<file path="config.mk">
export PLATFORM = sky130hd
export DESIGN_NAME = simd_lane_arith
export DESIGN_NICKNAME = d
export VERILOG_FILES = /design/src/rtl/simd_lane_pkg.sv /design/src/rtl/simd_imm_bcast.sv /design/src/rtl/simd_masked_addsub.sv /design/src/rtl/simd_word_addsub.sv /design/src/rtl/simd_out_stage.sv /design/src/rtl/simd_lane_arith.sv
export SDC_FILE = /design/constraint.sdc
export NUM_CORES = 1
export LEC_CHECK = 0
export ABC_AREA = 1
export BUFFER_PORTS_ARGS = -buffer_cell sky130_fd_sc_hd__buf_2
export CORE_MARGIN = 10
export CORE_UTILIZATION = 60
export CTS_CLUSTER_SIZE = 28
export DETAILED_ROUTE_END_ITERATION = 8
export GPL_ROUTABILITY_DRIVEN = 1
export PLACE_DENSITY = 0.89
export SYNTH_ARGS = -nofsm -noshare
export SYNTH_HDL_FRONTEND = slang
export SYNTH_HIERARCHICAL = 1
export SYNTH_SLANG_ARGS = --single-unit
</file>
<file path="constraint.sdc">
create_clock -name clk -period 6.5 [get_ports clk]
set_clock_uncertainty 0.2 [all_clocks]
set_input_delay 0.975 -clock clk [delete_from_list [all_inputs] [get_ports clk]]
set_output_delay 0.975 -clock clk [all_outputs]
set_load 0.02 [all_outputs]
</file>
<file path="src/rtl/simd_lane_pkg.sv">
// Package: shared lane-size encoding for the packed lane arithmetic unit.
// Assumes the datapath width is a multiple of the widest lane.
package simd_lane_pkg;

    // Lane-size select encoding seen at the top ports.
    typedef enum logic [1:0] {
        LANE_BYTE = 2'b00,
        LANE_HALF = 2'b01,
        LANE_WORD = 2'b10,
        LANE_RSV  = 2'b11
    } lane_e;

    localparam int BYTE_W = 8;
    localparam int HALF_W = 16;
    localparam int WORD_W = 32;

endpackage

</file>
<file path="src/rtl/simd_imm_bcast.sv">
// Module: immediate broadcast.
// Sign-extends a small signed immediate to the byte or halfword lane width
// and copies it into every lane of a DATA_W vector.
// Assumes DATA_W is a multiple of 16 and IMM_W <= 8.
module simd_imm_bcast #(
    parameter int DATA_W = 64,
    parameter int IMM_W  = 8
) (
    input  logic [IMM_W-1:0]  imm,
    input  logic              half_mode,
    output logic [DATA_W-1:0] bcast
);
    import simd_lane_pkg::*;

    localparam int N_BYTE = DATA_W / BYTE_W;
    localparam int N_HALF = DATA_W / HALF_W;

    logic [BYTE_W-1:0] imm_b;
    logic [HALF_W-1:0] imm_h;
    logic [DATA_W-1:0] rep_b;
    logic [DATA_W-1:0] rep_h;

    // Sign-extend the immediate to both lane widths.
    always_comb begin
        imm_b = {{(BYTE_W-IMM_W){imm[IMM_W-1]}}, imm};
        imm_h = {{(HALF_W-IMM_W){imm[IMM_W-1]}}, imm};
    end

    for (genvar gb = 0; gb < N_BYTE; gb++) begin : g_rep_b
        assign rep_b[gb*BYTE_W +: BYTE_W] = imm_b;
    end

    for (genvar gh = 0; gh < N_HALF; gh++) begin : g_rep_h
        assign rep_h[gh*HALF_W +: HALF_W] = imm_h;
    end

    // Pick the replica that matches the lane size.
    always_comb begin
        bcast = half_mode ? rep_h : rep_b;
    end
endmodule

</file>
<file path="src/rtl/simd_masked_addsub.sv">
// Module: masked full-width lane add and subtract for byte or halfword lanes.
// A mask holding only each lane's top bit is cleared from the operands so that
// no carry or borrow passes a lane edge; the top bits are then fixed by XOR.
// Assumes DATA_W is a multiple of 16. clk and rst_n feed only the assertions.
module simd_masked_addsub #(
    parameter int DATA_W = 64
) (
    input  logic              clk,
    input  logic              rst_n,
    input  logic [DATA_W-1:0] a,
    input  logic [DATA_W-1:0] b,
    input  logic              sub,
    input  logic              half_mode,
    output logic [DATA_W-1:0] res
);
    import simd_lane_pkg::*;

    logic [DATA_W-1:0] sign_m;
    logic [DATA_W-1:0] sum_raw;
    logic [DATA_W-1:0] dif_raw;
    logic [DATA_W-1:0] add_res;
    logic [DATA_W-1:0] sub_res;

    // One mask bit per datapath bit: set only at a lane's top bit.
    for (genvar gi = 0; gi < DATA_W; gi++) begin : g_mask
        assign sign_m[gi] = half_mode ? ((gi % HALF_W) == HALF_W-1)
                                      : ((gi % BYTE_W) == BYTE_W-1);
    end

    // Masked add: lower bits summed, top bits rebuilt from operand parity.
    always_comb begin
        sum_raw = (a & ~sign_m) + (b & ~sign_m);
        add_res = sum_raw ^ ((a ^ b) & sign_m);
    end

    // Masked subtract: top bit forced high to absorb the borrow, then fixed.
    always_comb begin
        dif_raw = (a | sign_m) - (b & ~sign_m);
        sub_res = dif_raw ^ (~(a ^ b) & sign_m);
    end

    // Choose the operation result.
    always_comb begin
        res = sub ? sub_res : add_res;
    end


    top_byte_add_chk: assert property (@(posedge clk) disable iff (!rst_n)
        (!half_mode && !sub) |->
            res[DATA_W-1 -: BYTE_W] == BYTE_W'(a[DATA_W-1 -: BYTE_W] + b[DATA_W-1 -: BYTE_W]));


    top_byte_sub_chk: assert property (@(posedge clk) disable iff (!rst_n)
        (!half_mode && sub) |->
            res[DATA_W-1 -: BYTE_W] == BYTE_W'(a[DATA_W-1 -: BYTE_W] - b[DATA_W-1 -: BYTE_W]));


    top_half_add_chk: assert property (@(posedge clk) disable iff (!rst_n)
        (half_mode && !sub) |->
            res[DATA_W-1 -: HALF_W] == HALF_W'(a[DATA_W-1 -: HALF_W] + b[DATA_W-1 -: HALF_W]));
endmodule

</file>
<file path="src/rtl/simd_word_addsub.sv">
// Module: word-lane add and subtract.
// Splits the operands into WORD_W slices and gives each slice its own
// adder/subtractor, then joins the slices in their original positions.
// Assumes DATA_W is a multiple of WORD_W. clk and rst_n feed only the assertions.
module simd_word_addsub #(
    parameter int DATA_W = 64,
    parameter int WORD_W = 32
) (
    input  logic              clk,
    input  logic              rst_n,
    input  logic [DATA_W-1:0] a,
    input  logic [DATA_W-1:0] b,
    input  logic              sub,
    output logic [DATA_W-1:0] res
);
    localparam int N_WORD = DATA_W / WORD_W;

    for (genvar gw = 0; gw < N_WORD; gw++) begin : g_word
        logic [WORD_W-1:0] wa;
        logic [WORD_W-1:0] wb;
        logic [WORD_W-1:0] wr;

        // Per-slice add or subtract that wraps at the slice width.
        always_comb begin
            wa = a[gw*WORD_W +: WORD_W];
            wb = b[gw*WORD_W +: WORD_W];
            wr = sub ? (wa - wb) : (wa + wb);
        end

        assign res[gw*WORD_W +: WORD_W] = wr;
    end


    low_word_inverse_chk: assert property (@(posedge clk) disable iff (!rst_n)
        !sub |-> WORD_W'(res[WORD_W-1:0] - b[WORD_W-1:0]) == a[WORD_W-1:0]);
endmodule

</file>
<file path="src/rtl/simd_out_stage.sv">
// Module: optional output stage.
// REG_OUT = 1 registers data and flag when in_valid is high and delays the
// valid by one clock; REG_OUT = 0 passes everything straight through.
// Reset is synchronous and active low.
module simd_out_stage #(
    parameter int DATA_W  = 64,
    parameter bit REG_OUT = 1'b1
) (
    input  logic              clk,
    input  logic              rst_n,
    input  logic              in_valid,
    input  logic [DATA_W-1:0] d,
    input  logic              d_flag,
    output logic              out_valid,
    output logic [DATA_W-1:0] q,
    output logic              q_flag
);
    if (REG_OUT) begin : g_reg
        logic              vld_r;
        logic [DATA_W-1:0] q_r;
        logic              flag_r;

        // Capture the result on valid input; clear everything on reset.
        always_ff @(posedge clk) begin
            if (!rst_n) begin
                vld_r  <= 1'b0;
                q_r    <= '0;
                flag_r <= 1'b0;
            end else begin
                vld_r <= in_valid;
                if (in_valid) begin
                    q_r    <= d;
                    flag_r <= d_flag;
                end
            end
        end

        assign out_valid = vld_r;
        assign q         = q_r;
        assign q_flag    = flag_r;


        valid_follow_chk: assert property (@(posedge clk) disable iff (!rst_n)
            in_valid |=> out_valid);


        valid_drop_chk: assert property (@(posedge clk) disable iff (!rst_n)
            !in_valid |=> !out_valid);
    end else begin : g_bypass
        assign out_valid = in_valid;
        assign q         = d;
        assign q_flag    = d_flag;
    end
endmodule

</file>
<file path="src/rtl/simd_lane_arith.sv">
// Module: packed SIMD lane adder/subtractor (top).
// Decodes lane size and mode, routes byte/halfword work to the masked
// full-width unit and word work to the split unit, substitutes the broadcast
// immediate for opb in immediate mode, and flags unsupported combinations.
// Assumes DATA_W is a multiple of 32.
module simd_lane_arith #(
    parameter int DATA_W  = 64,
    parameter int IMM_W   = 8,
    parameter bit REG_OUT = 1'b1
) (
    input  logic              clk,
    input  logic              rst_n,
    input  logic              in_valid,
    input  logic [DATA_W-1:0] opa,
    input  logic [DATA_W-1:0] opb,
    input  logic [IMM_W-1:0]  imm,
    input  logic [1:0]        lane_sel,
    input  logic              op_sub,
    input  logic              use_imm,
    output logic              out_valid,
    output logic [DATA_W-1:0] result,
    output logic              unsupported
);
    import simd_lane_pkg::*;

    lane_e             lane;
    logic              half_mode;
    logic              bad_combo;
    logic [DATA_W-1:0] bcast;
    logic [DATA_W-1:0] opb_eff;
    logic [DATA_W-1:0] mask_res;
    logic [DATA_W-1:0] word_res;
    logic [DATA_W-1:0] res_c;

    // Decode the lane size and flag combinations the unit does not offer.
    always_comb begin
        lane      = lane_e'(lane_sel);
        half_mode = (lane == LANE_HALF);
        bad_combo = (lane == LANE_RSV) ||
                    (use_imm && (op_sub || lane == LANE_WORD));
    end

    simd_imm_bcast #(.DATA_W(DATA_W), .IMM_W(IMM_W)) u_bcast (
        .imm       (imm),
        .half_mode (half_mode),
        .bcast     (bcast)
    );

    // Second operand: register operand or broadcast immediate.
    always_comb begin
        opb_eff = use_imm ? bcast : opb;
    end

    simd_masked_addsub #(.DATA_W(DATA_W)) u_masked (
        .clk       (clk),
        .rst_n     (rst_n),
        .a         (opa),
        .b         (opb_eff),
        .sub       (op_sub),
        .half_mode (half_mode),
        .res       (mask_res)
    );

    simd_word_addsub #(.DATA_W(DATA_W), .WORD_W(WORD_W)) u_word (
        .clk   (clk),
        .rst_n (rst_n),
        .a     (opa),
        .b     (opb_eff),
        .sub   (op_sub),
        .res   (word_res)
    );

    // Final result select; unsupported combinations give zero.
    always_comb begin
        if (bad_combo)
            res_c = '0;
        else if (lane == LANE_WORD)
            res_c = word_res;
        else
            res_c = mask_res;
    end

    simd_out_stage #(.DATA_W(DATA_W), .REG_OUT(REG_OUT)) u_out (
        .clk       (clk),
        .rst_n     (rst_n),
        .in_valid  (in_valid),
        .d         (res_c),
        .d_flag    (bad_combo),
        .out_valid (out_valid),
        .q         (result),
        .q_flag    (unsupported)
    );
endmodule

</file>
==> out/results.ini <==
[floorplanning]
die_h_um=202
core_sq_mm=0.0325
ios=209
die_w_um=202
rows=66
fp.dieArea_sq_mm=0.0406
initial_core_util=0.608

[detailed_routing]
route.detailed.drc=0
first_pass_iters=6
wl_per_cell_um=16.3
drt_first_iter_violations=3193
vias_per_cell=5.44
dr_total_vias=24000
wirelength_mm=72.0
detail-route-antenna-nets=0

[clock_network]
cts_htree_levels=3
holdBufCountCts=0
cts_root_buffer=clkbuf_16
cts_resized=0
clk_latency_ns=0.34
cts-buffers-inserted=9
cts.sinks=66
tritoncts=built
clk_pin_slew_worst_paths_ns=0.06
cts.path.max_buffers=2
cts_setup_buffers=0

[sta]
period_minus_slack_ns=5.22
maxSlewViolCount=0
hold_viol_final=0
timing.fmax_mhz=192
post-route-period-util=0.803
tightest_slew_ns=0.836
tns_ns=0
slew_headroom=0.442
setup_viol=0
rsz0062_at_grt=false

[hold_path]
hold_path.class=flop to flop

[power]
p_int_uw=1530
p_leak_uw=0.0132
swShare=0.548
clkPwrFrac=0.162
power-per-cell-area_mw_per_mm2=163
power_frac_comb=0.703
sequentialPowerShare=0.134
switching_power_uw=1860
peakVddDrop_uv=112

[final_layout]
post-route-util=0.639
layout_common_cells=1567 x nand2_1, 659 x inv_1, 383 x nor2_1, 283 x nand3_1, 207 x buf_2
final_common_cell=nand2_1
drive_above_1_share=0.0850
final_nets=4304
area_growth_pct=5.15
n_fill_cell=3420

[logic_synthesis]
seq_area_frac_synth=0.0668
synth.avg_cell_area_sq_um=5.07
syn_nets=4236
synth_cells=3903
yosys_warnings=6
yosys_register_bits=66
syn_area_sq_mm=0.0198
synth.distinct_cells=53

[placement]
hpwl_mm=59.0
port_buffers=208
gp_congestion=1.08

[global_routing]
grt_pass1_wl_mm=113
grt_pass1_vias=21600
overflow=0
antenna_found_initial=4
grtUsageTotal=0.338
grt_max_degree=77

[worst_setup_path]
cp-start-kind=input pin
worstSetupPathType=input pin to flop
slowest_stage=ha_1
cp.arrival_ns=5.31
critPathRequiredTime_ns=6.59
crit_fanout=11
endpoint_kind=flop
cpPeakStageDelay_ns=0.41
crit_path_frequent_cell=nand2_1

[status]
status=finished clean

[flow_run]
maxCapViolCount=0

-- worst max-delay path, delay by kind of cell --
kind / cells / cell delay (ns)
AND/OR/NAND/NOR: 24 / 2.97
buffers and inverters: 6 / 0.60
AO/OA/AOI/OAI: 2 / 0.32
adder cells (fa/ha/maj): 1 / 0.41
-- sequential cells by signal, indices dropped and copies added (netlist names) --
register,cells
u_out/out_valid,1
u_out/q,64
u_out/q_flag,1
-- power groups by stage --
stage               clock (uW)  sequential [uW]  combinational (uW)
finish                     550              455                2380
floorplan                    0              504                1680
global route               575              459                2650
global placement             0              463                2270
detailed placement           0              464                2290
CTS                        558              455                2300
-- metal layers --
layer,GRT usage,vias to the layer above,part of all wire
li1,-,12000,-
met1,0.461,10500,0.43
met2,0.515,1372,0.42
met3,0.0702,156,0.12
met4,0.120,6,0.034
met5,0,-,0.00051
-- layout make-up --
type | count | area [sq um] | area share
Tap cell | 442 | 553 | 0.0266
Clock buffer | 10 | 239 | 0.0115
Inverter | 691 | 2600 | 0.125
Antenna cell | 1 | 2.50 | 0.000120
Clock inverter | 6 | 90.1 | 0.00433
Multi-Input combinational cell | 2982 | 14900 | 0.714
Sequential cell | 66 | 1320 | 0.0635
Timing Repair Buffer | 221 | 1140 | 0.0549
-- worst paths after layout --
check                            startpoint     endpoint  slack (ns)  depth (start not counted)
worst max-delay path            lane_sel[0]  u_out/q[61]        1.28                         33
worst min-delay path            u_out/q[37]  u_out/q[37]        0.27                          2
worst max register to register  u_out/q[23]  u_out/q[23]        5.66                          2
worst min register to register  u_out/q[37]  u_out/q[37]        0.27                          2
-- synth_stat cells, drive strengths merged --
cell	n	area [sq um]
o211ai	3	22.5
a21boi	2	15.0
clkbuf	19	75.1
ha	180	2250
nor3	37	216
and2	8	52.6
xor2	99	867
a21o	3	22.5
and3	2	12.5
or2	6	40.0
fa	10	200
nand3	286	1450
o21bai	20	150
o21a	2	15.0
inv	688	2580
a21oi	119	618
nor2	410	1640
nand2	1589	6020
nor2b	1	6.26
a211o	1	8.76
a31oi	9	56.3
o21ai	104	566
nor4	3	18.8
xnor2	9	78.8
nand4	71	444
nand3b	8	60.1
dfxtp	66	1320
buf	145	950
clkinv	3	11.3
-- stage by stage --
stage          total power (uW)  cells  hold slack (ns)  worst slack (ns)  cell area, sq um
4_1_cts                    3320   4418            0.267              1.42             20800
3_5_place_dp               2750   4402            0.259              1.07             20500
2_1_floorplan              2180   3903            0.344              1.94             19800
3_3_place_gp               2740   4402            0.252              1.12             20500
5_1_grt                    3680   4419            0.279             0.739             20800
6_report                   3390   4419            0.266              1.28             20800
-- cells by family after synthesis --
group	share of synthesized area
AND/OR/NAND/NOR	0.504
buffers and inverters	0.183
AO/OA/AOI/OAI	0.0745
adder cells (fa/ha/maj)	0.124
XOR/XNOR	0.0478
flip-flops	0.0668
Note: power is estimated with default switching activity, not from simulation.
